File: src/rtl/xport_pkg.sv
package xport_pkg;

  localparam int unsigned DEF_NPORTS      = 8;
  localparam int unsigned DEF_SYM_W       = 5;
  localparam int unsigned DEF_SYNC_STAGES = 2;
  localparam int unsigned DEF_FILT_LEN    = 2;

  // Phase of the forwarded clock while the bus is driven.
  typedef enum logic {
    PH_LOW  = 1'b0,
    PH_HIGH = 1'b1
  } clk_phase_e;

  // Width of a counter that must hold values 0..limit.
  function automatic int unsigned cnt_width(input int unsigned limit);
    int unsigned w;
    w = 1;
    while ((1 << w) <= limit) w++;
    return w;
  endfunction

endpackage

File: src/rtl/xport_deglitch.sv
module xport_deglitch #(
  parameter int unsigned SYNC_STAGES = xport_pkg::DEF_SYNC_STAGES,
  parameter int unsigned FILT_LEN    = xport_pkg::DEF_FILT_LEN,
  parameter logic        RST_VAL     = 1'b0
) (
  input  logic clk_i,
  input  logic rst_ni,
  input  logic raw_i,
  output logic filt_o
);

  localparam int unsigned CW = xport_pkg::cnt_width(FILT_LEN);
  localparam logic [CW-1:0] CNT_LAST = CW'(FILT_LEN - 1);

  logic [SYNC_STAGES-1:0] sync_q;
  logic                   samp;
  logic                   filt_q, filt_d;
  logic [CW-1:0]          cnt_q, cnt_d;

  // Synchronizer chain; stage 0 takes the raw pin.
  for (genvar s = 0; s < SYNC_STAGES; s++) begin : g_sync
    if (s == 0) begin : g_first
      always_ff @(posedge clk_i or negedge rst_ni) begin
        if (!rst_ni) sync_q[0] <= RST_VAL;
        else         sync_q[0] <= raw_i;
      end
    end else begin : g_rest
      always_ff @(posedge clk_i or negedge rst_ni) begin
        if (!rst_ni) sync_q[s] <= RST_VAL;
        else         sync_q[s] <= sync_q[s-1];
      end
    end
  end

  assign samp = sync_q[SYNC_STAGES-1];

  // Accept a new level only after FILT_LEN equal samples.
  always_comb begin
    filt_d = filt_q;
    cnt_d  = '0;
    if (samp != filt_q) begin
      if (cnt_q == CNT_LAST) begin
        filt_d = samp;
        cnt_d  = '0;
      end else begin
        cnt_d = cnt_q + 1'b1;
      end
    end
  end

  always_ff @(posedge clk_i or negedge rst_ni) begin
    if (!rst_ni) begin
      filt_q <= RST_VAL;
      cnt_q  <= '0;
    end else begin
      filt_q <= filt_d;
      cnt_q  <= cnt_d;
    end
  end

  assign filt_o = filt_q;

endmodule

File: src/rtl/xport_tx.sv
module xport_tx #(
  parameter int unsigned SYM_W = xport_pkg::DEF_SYM_W
) (
  input  logic             clk_i,
  input  logic             rst_ni,
  input  logic             grant_i,
  input  logic             req_i,
  input  logic [SYM_W-1:0] sym_i,
  output logic             oe_o,
  output logic [SYM_W-1:0] d_o,
  output logic             clk_o,
  output logic             take_o
);

  import xport_pkg::*;

  logic       drive;
  clk_phase_e phase_q, phase_d;

  // Drive release is combinational so the bus frees in the same cycle.
  assign drive = grant_i & req_i;

  always_comb begin
    phase_d = PH_LOW;
    if (drive) begin
      phase_d = (phase_q == PH_LOW) ? PH_HIGH : PH_LOW;
    end
  end

  always_ff @(posedge clk_i or negedge rst_ni) begin
    if (!rst_ni) phase_q <= PH_LOW;
    else         phase_q <= phase_d;
  end

  assign oe_o   = drive;
  assign d_o    = drive ? sym_i : '0;
  assign clk_o  = drive & (phase_q == PH_HIGH);
  assign take_o = clk_o;

endmodule

File: src/rtl/xport_rx.sv
module xport_rx #(
  parameter int unsigned SYM_W       = xport_pkg::DEF_SYM_W,
  parameter int unsigned SYNC_STAGES = xport_pkg::DEF_SYNC_STAGES
) (
  input  logic             clk_i,
  input  logic             rst_ni,
  input  logic             eclk_i,
  input  logic             crs_i,
  input  logic [SYM_W-1:0] d_i,
  output logic [SYM_W-1:0] sym_o,
  output logic             valid_o,
  output logic             crs_o
);

  localparam int unsigned BW = SYM_W + 2;

  logic [BW-1:0] stage_q [SYNC_STAGES];
  logic [BW-1:0] bundle_in, bundle_s;
  logic          eclk_s, crs_s, eclk_prev_q;
  logic [SYM_W-1:0] d_s;
  logic          cap;
  logic [SYM_W-1:0] sym_q, sym_d;
  logic          valid_q, valid_d;

  assign bundle_in = {eclk_i, crs_i, d_i};

  // Clock, carrier sense and data share one synchronizer depth.
  for (genvar s = 0; s < SYNC_STAGES; s++) begin : g_sync
    if (s == 0) begin : g_first
      always_ff @(posedge clk_i or negedge rst_ni) begin
        if (!rst_ni) stage_q[0] <= '0;
        else         stage_q[0] <= bundle_in;
      end
    end else begin : g_rest
      always_ff @(posedge clk_i or negedge rst_ni) begin
        if (!rst_ni) stage_q[s] <= '0;
        else         stage_q[s] <= stage_q[s-1];
      end
    end
  end

  assign bundle_s = stage_q[SYNC_STAGES-1];
  assign eclk_s   = bundle_s[BW-1];
  assign crs_s    = bundle_s[BW-2];
  assign d_s      = bundle_s[SYM_W-1:0];

  assign cap = eclk_s & ~eclk_prev_q & crs_s;

  always_comb begin
    sym_d   = sym_q;
    valid_d = cap;
    if (cap) sym_d = d_s;
  end

  always_ff @(posedge clk_i or negedge rst_ni) begin
    if (!rst_ni) begin
      eclk_prev_q <= 1'b0;
      sym_q       <= '0;
      valid_q     <= 1'b0;
    end else begin
      eclk_prev_q <= eclk_s;
      sym_q       <= sym_d;
      valid_q     <= valid_d;
    end
  end

  assign sym_o   = sym_q;
  assign valid_o = valid_q;
  assign crs_o   = crs_s;

endmodule

File: src/rtl/xport_link.sv
module xport_link #(
  parameter int unsigned NPORTS      = xport_pkg::DEF_NPORTS,
  parameter int unsigned SYM_W       = xport_pkg::DEF_SYM_W,
  parameter int unsigned SYNC_STAGES = xport_pkg::DEF_SYNC_STAGES,
  parameter int unsigned FILT_LEN    = xport_pkg::DEF_FILT_LEN
) (
  input  logic              clk_i,
  input  logic              rst_ni,
  input  logic [NPORTS-1:0] port_jam_i,
  input  logic              core_coll_i,
  output logic              jam_o,
  input  logic              ext_jam_i,
  output logic              jam_all_o,
  input  logic              arb_grant_ni,
  output logic              exp_act_o,
  input  logic              tx_req_i,
  input  logic [SYM_W-1:0]  tx_sym_i,
  output logic              tx_take_o,
  output logic              any_act_o,
  output logic [SYM_W-1:0]  bus_d_o,
  output logic              bus_oe_o,
  output logic              exp_clk_o,
  input  logic [SYM_W-1:0]  bus_d_i,
  input  logic              bus_crs_i,
  input  logic              exp_clk_i,
  output logic [SYM_W-1:0]  rx_sym_o,
  output logic              rx_valid_o,
  output logic              rx_crs_o
);

  logic [1:0] rst_pipe_q;
  logic       rst_n_int;
  logic       ext_jam_f;
  logic       grant_n_f;
  logic       grant_f;

  // Reset asserts at once and releases on a clock edge.
  always_ff @(posedge clk_i or negedge rst_ni) begin
    if (!rst_ni) rst_pipe_q <= 2'b00;
    else         rst_pipe_q <= {rst_pipe_q[0], 1'b1};
  end
  assign rst_n_int = rst_pipe_q[1];

  xport_deglitch #(
    .SYNC_STAGES(SYNC_STAGES),
    .FILT_LEN   (FILT_LEN),
    .RST_VAL    (1'b0)
  ) jam_filt_i (
    .clk_i (clk_i),
    .rst_ni(rst_n_int),
    .raw_i (ext_jam_i),
    .filt_o(ext_jam_f)
  );

  xport_deglitch #(
    .SYNC_STAGES(SYNC_STAGES),
    .FILT_LEN   (FILT_LEN),
    .RST_VAL    (1'b1)
  ) grant_filt_i (
    .clk_i (clk_i),
    .rst_ni(rst_n_int),
    .raw_i (arb_grant_ni),
    .filt_o(grant_n_f)
  );

  assign grant_f   = ~grant_n_f;
  assign jam_all_o = ext_jam_f;
  assign exp_act_o = grant_f;

  // Core collisions while the arbiter jams us are its echo: mask them.
  assign jam_o = (|port_jam_i) | (core_coll_i & ~ext_jam_f);

  assign any_act_o = tx_req_i;

  xport_tx #(
    .SYM_W(SYM_W)
  ) tx_i (
    .clk_i  (clk_i),
    .rst_ni (rst_n_int),
    .grant_i(grant_f),
    .req_i  (tx_req_i),
    .sym_i  (tx_sym_i),
    .oe_o   (bus_oe_o),
    .d_o    (bus_d_o),
    .clk_o  (exp_clk_o),
    .take_o (tx_take_o)
  );

  xport_rx #(
    .SYM_W      (SYM_W),
    .SYNC_STAGES(SYNC_STAGES)
  ) rx_i (
    .clk_i  (clk_i),
    .rst_ni (rst_n_int),
    .eclk_i (exp_clk_i),
    .crs_i  (bus_crs_i),
    .d_i    (bus_d_i),
    .sym_o  (rx_sym_o),
    .valid_o(rx_valid_o),
    .crs_o  (rx_crs_o)
  );

endmodule

File: config.mk
export PLATFORM = sky130hd
export DESIGN_NAME = xport_link
export DESIGN_NICKNAME = d
export VERILOG_FILES = /design/src/rtl/xport_pkg.sv /design/src/rtl/xport_deglitch.sv /design/src/rtl/xport_tx.sv /design/src/rtl/xport_rx.sv /design/src/rtl/xport_link.sv
export SDC_FILE = /design/constraint.sdc
export NUM_CORES = 1
export LEC_CHECK = 0
export BUFFER_PORTS_ARGS = -buffer_cell sky130_fd_sc_hd__buf_2
export CAP_MARGIN = 20
export CORE_UTILIZATION = 49
export CTS_CLUSTER_DIAMETER = 50
export DETAILED_ROUTE_END_ITERATION = 8
export PLACE_DENSITY = 0.81
export SLEW_MARGIN = 15
export SYNTH_ARGS = -nofsm -noshare
export SYNTH_HDL_FRONTEND = slang
export SYNTH_SLANG_ARGS = --single-unit
File: constraint.sdc
create_clock -name clk_i -period 2 [get_ports clk_i]
set_clock_uncertainty 0.1 [all_clocks]
set_input_delay 0.4 -clock clk_i [delete_from_list [all_inputs] [get_ports clk_i]]
set_output_delay 0.4 -clock clk_i [all_outputs]
set_load 0.05 [all_outputs]
Word level (Yosys, flattened, before mapping)
Index checks and enable logic that the tools add are counted.

$add $sub $neg: 2. Equal/unequal tests: 4. Multiplexer cells: 7. Bitwise gates (word level): 9. Reduce and logical (&&, ||, !) cells: 3.

Operator list (number): 2-bit 2-to-1 mux (4); 8-bit OR reduction (1); 1-bit AND (5); 5-bit 2-to-1 mux (1); 2-bit by 1-bit adder with 2-bit output, second input constant (2); 2-bit by 1-bit == test with 1-bit output, second input constant (2); 2-bit AND reduction (2); 1-bit NOT (3); 1-bit 2-to-1 mux (2); 1-bit inequality test (2); 1-bit bitwise OR (1).

Bits in registers: 34. Input bits: 26. Output and inout port bits: 19.

Depth between registers and ports, before layout
Depth after elaboration: 3. Gate-level depth with buffers: 3. Mapped depth without buffers: 2.

Cells and area by module
Synthesis repeated with hierarchy kept, for this count alone.

Cell total of the unflattened synthesis: 67. Area, all modules: 1157.4 µm².

By module, submodules not included: xport_rx (instances 1, cells each 28, area an instance 624.3 µm², sequential area each 525.5 µm²); xport_deglitch at grant_filt_i (instances 1, cells each 10, area an instance 177.7 µm², sequential area each 128.9 µm²); xport_deglitch at jam_filt_i (instances 1, cells each 10, area an instance 173.9 µm², sequential area each 125.1 µm²); xport_link (instances 1, cells each 9, area an instance 95.1 µm², sequential area each 50.0 µm²); xport_tx (instances 1, cells each 10, area an instance 86.3 µm², sequential area each 25.0 µm²).

Worst setup path before layout
OpenSTA, ideal clock, no wires.

Path kind: in2out. From: input tx_req_i. To: output tx_take_o. Arrival time: 1774 ps. Slack: -274 ps. Cell stages on the path: 3. Path buffers: 1. Path through: nor2b_2 > and2_1 > buf_4.

Cells in the longest elaborated chain, start to end: 2.

RTL lines: start, declared (line xport_link.sv:16) `input logic tx_req_i,`; 1-bit AND (line xport_tx.sv:21) `assign drive = grant_i & req_i;`; 1-bit AND (line xport_tx.sv:37) `assign clk_o = drive & (phase_q == PH_HIGH);`; end, declared (line xport_link.sv:18) `output logic tx_take_o,`.

No other way between the ends.

Worst setup path after layout
From: register grant_filt_i.filt_q, in the netlist grant_filt_i.filt_o. To: output exp_clk_o.

Cells in the longest elaborated chain, start to end: 3.

RTL lines: start, declared (line xport_deglitch.sv:17) `logic filt_q, filt_d;`; start signal, assigned (line xport_deglitch.sv:56) `filt_q <= filt_d;`; 1-bit NOT (line xport_link.sv:66) `assign grant_f = ~grant_n_f;`; 1-bit AND (line xport_tx.sv:21); 1-bit AND (line xport_tx.sv:37); end, declared (line xport_link.sv:22) `output logic exp_clk_o,`.

No other way between the ends.

==> results.md <==
- Root Buffer: clkbuf_4
- Crit start category: register
- First-pass iteration count of the detailed router: 4
- Setup violations, final: 0
- Antenna Diode Count: 0
- CP Max Fanout: 8
- Vias in the first global route: 717
- Num rows: 16
- Hold Path End: grant_filt_i.sync_q[0]
- Minimum clock period: 1.86 ns
- Synth Warn #: 0
- Met2 WL: 1090 um
- Pin count of the biggest net entering global routing: 18
- Post-CTS Setup Bufs: 0
- Starting density of the core: 0.545
- GR Overflow Total: 0
- Global-route wire length before repair: 3040 um
- Final hold slack: 0.0829 ns
- Post-cts resize count: 0
- Max_slew headroom: 0.595
- # IOs: 45
- Setup slack after layout: 0.138 ns
- Critical path class: register to primary output
- Clock latency on the worst-skew pair: 0.31 ns
- Clock buffer depth: 2
- Number of nets in the layout: 144
- Worst Hold Class: input port to register
- Hpwl dp: 1430 um
- Mapped Cells: 67
- Fillers: 166
- Crit path cell chain: nor2b_4 > and2_2 > buf_2
- TNS Setup: 0 ns
- Crit path capture type: primary output
- Overall die height: 49.7 um
- Worst R2R Setup Slack: 0.91 ns
- Worst-case reg-to-reg path depth: 2
- Routability Congestion: 0.636
- Power, Total: 1.82 mW
- Met3 WL: 71 um
- Share of cells above drive strength 1: 0.546
- Antenna-violating nets left: 0
- Fraction of the yosys area taken by sequential cells: 0.767
- Initial DRC Count: 10
- Synth Area in Adders: 0
- Outcome: finished, final reports clean
- Reg2reg end: rx_i.sym_o[0]
- Pre-CTS setup slack: 0.403 ns
- Via Count: 644
- Post-Synth XOR/XNOR Area: 0.0157
- Drt drc: 0
- Die area: 2470 um2
- Die X-Extent: 49.7 um
- RSZ-0062 raised after global routing: false
- Synth Area in Compound Gates: 0
- Cell Area, Synth: 1110 um2
- Dpl cells: 137
- Tot GR Track Use: 0.179
- Hold Path Depth: 1
- Combinational family with the most area after synthesis: simple AND/OR/NAND/NOR gates
- Final instance area: 1450 um2
- Hold-fix buffers, CTS: 1
- R2r startpoint: rx_i.bundle_s[6]
- PD cells: 1250 nW/um2
- Utilization after layout: 0.711
- Initial antenna violation count: 0
- CP arrival: 1.36 ns
- Placeable Area: 2040 um2
- Clk sinks: 34
- Final hold violations: 0
- Slowest CP cell: dfstp_2
- Worst path required time: 1.50 ns
- CTS tree: built
- Routed metal-1 wirelength: 648 um
- Routed wire per std cell: 12.6 um
- F_max: 537 MHz
- Synth Area per Inst: 16.6 um2
- CTS clock-pin slew for the worst setup and hold paths: 0.08 ns
- Net Count, Synth: 93
- Hold Startpoint: arb_grant_ni
- Top routing layer in use: met4
- Tightest Pin Transition: 0.608 ns
- Unique cell type count in the Yosys netlist: 17
- Leakage power: 0.746 nW
- Placed Area: 1370 um2
- Max Cap Violations: 0
- Port Buffer Count: 44
- Avg Vias per Cell: 4.41
- Non-Filler Instances: 146
- Final wirelength: 1840 um
- H-tree lvl count: 2
- Max-slew violations: 0
- Area Growth Syn to Fin: 30.3%
- Peak supply drop: 1010 uV
- Mux cell area share after synthesis: 0.0708
- Synth Area in Simple Gates: 0.122
- CTS buffer count: 5
- Worst path max stage delay: 0.59 ns
- Period utilisation layout: 0.931
- Synth Register Bits: 34
## critical path: cells and delay by family (launching register included)
| kind | cells | cell delay [ns] |
|---|---|---|
| and+or+nand+nor | 2 | 0.26 |
| buffers and inverters | 1 | 0.21 |
| DFF | 1 | 0.59 |
## power breakdown
group	total, mW	internal, mW	switching (mW)
sequential	0.852	0.784	0.0679
clock	0.463	0.265	0.198
combinational	0.504	0.153	0.351
## final cells by class
cell class	instances	area, um2	share of cell area
Clock buffer	7	45.0	0.0310
Clock inverter	1	30.0	0.0207
Inverter	2	7.51	0.00517
Multi-Input combinational cell	29	243	0.167
Sequential cell	34	855	0.589
Tap cell	27	33.8	0.0233
Timing Repair Buffer	46	238	0.164
## kinds of logic (layout without fill, tap and decap cells)
group         Yosys count  in the layout
flops                  34             34
other cells             1              1
xor+xnor                2              2
mux                     7              7
buf+inv                 4             56
simple gates           19             19
## cells in the final DEF (no fill, tap or decap)
cell type      synthesis  routed
clkbuf_4               0       5
inv_1                  2       2
nor2b_1                1       1
buf_4                  2       1
conb_1                 1       1
nor2b_4                0       1
nor4_1                 2       2
xnor2_1                2       2
nand3b_4               1       1
nand3_1                1       1
mux2_2                 7       7
dfstp_2                3       3
nor3b_2                1       1
and2_2                 0       1
nor2_1                 2       2
clkbuf_1               0       2
and2_1                 6       5
nor3b_1                1       1
buf_2                  0      44
nand2b_1               3       3
dlygate4sd3_1          0       1
dfrtp_1               31      31
bufinv_16              0       1
## flip-flops by register name, indices dropped and copies added (netlist names)
name                 flops
grant_filt_i.samp        1
rst_pipe_q               2
tx_i.phase_q             1
grant_filt_i.sync_q      1
rx_i.sym_o               5
rx_i.bundle_s            7
grant_filt_i.filt_o      1
grant_filt_i.cnt_q       2
jam_filt_i.cnt_q         2
jam_filt_i.filt_o        1
rx_i.eclk_prev_q         1
jam_filt_i.samp          1
rx_i.valid_o             1
rx_i.stage_q             7
jam_filt_i.sync_q        1
## per-layer routing
metal,vias to the layer above,GRT usage
li1,317,-
met1,305,0.168
met2,18,0.331
met3,4,0.0772
met4,0,0.0762
met5,-,0
## synthesized netlist by cell type
cell type	number	area (um2)
and2_1	6	37.5
buf_4	2	15.0
conb_1	1	3.75
dfrtp_1	31	776
dfstp_2	3	78.8
inv_1	2	7.51
mux2_2	7	78.8
nand2b_1	3	18.8
nand3_1	1	5.00
nand3b_4	1	20.0
nor2_1	2	7.51
nor2b_1	1	6.26
nor2b_2	1	8.76
nor3b_1	1	7.51
nor3b_2	1	12.5
nor4_1	2	12.5
xnor2_1	2	17.5
## how the worst max path moves through the flow
stage                              from  slack [ns]          to
finish              grant_filt_i.filt_o        0.14   exp_clk_o
global route        grant_filt_i.filt_o        0.08   exp_clk_o
CTS                 grant_filt_i.filt_o        0.11   exp_clk_o
detailed placement             tx_req_i        0.40  bus_d_o[4]
global placement          port_jam_i[0]        0.44       jam_o
floorplan                      tx_req_i        0.11   tx_take_o
(Power assumes the default switching activity.)
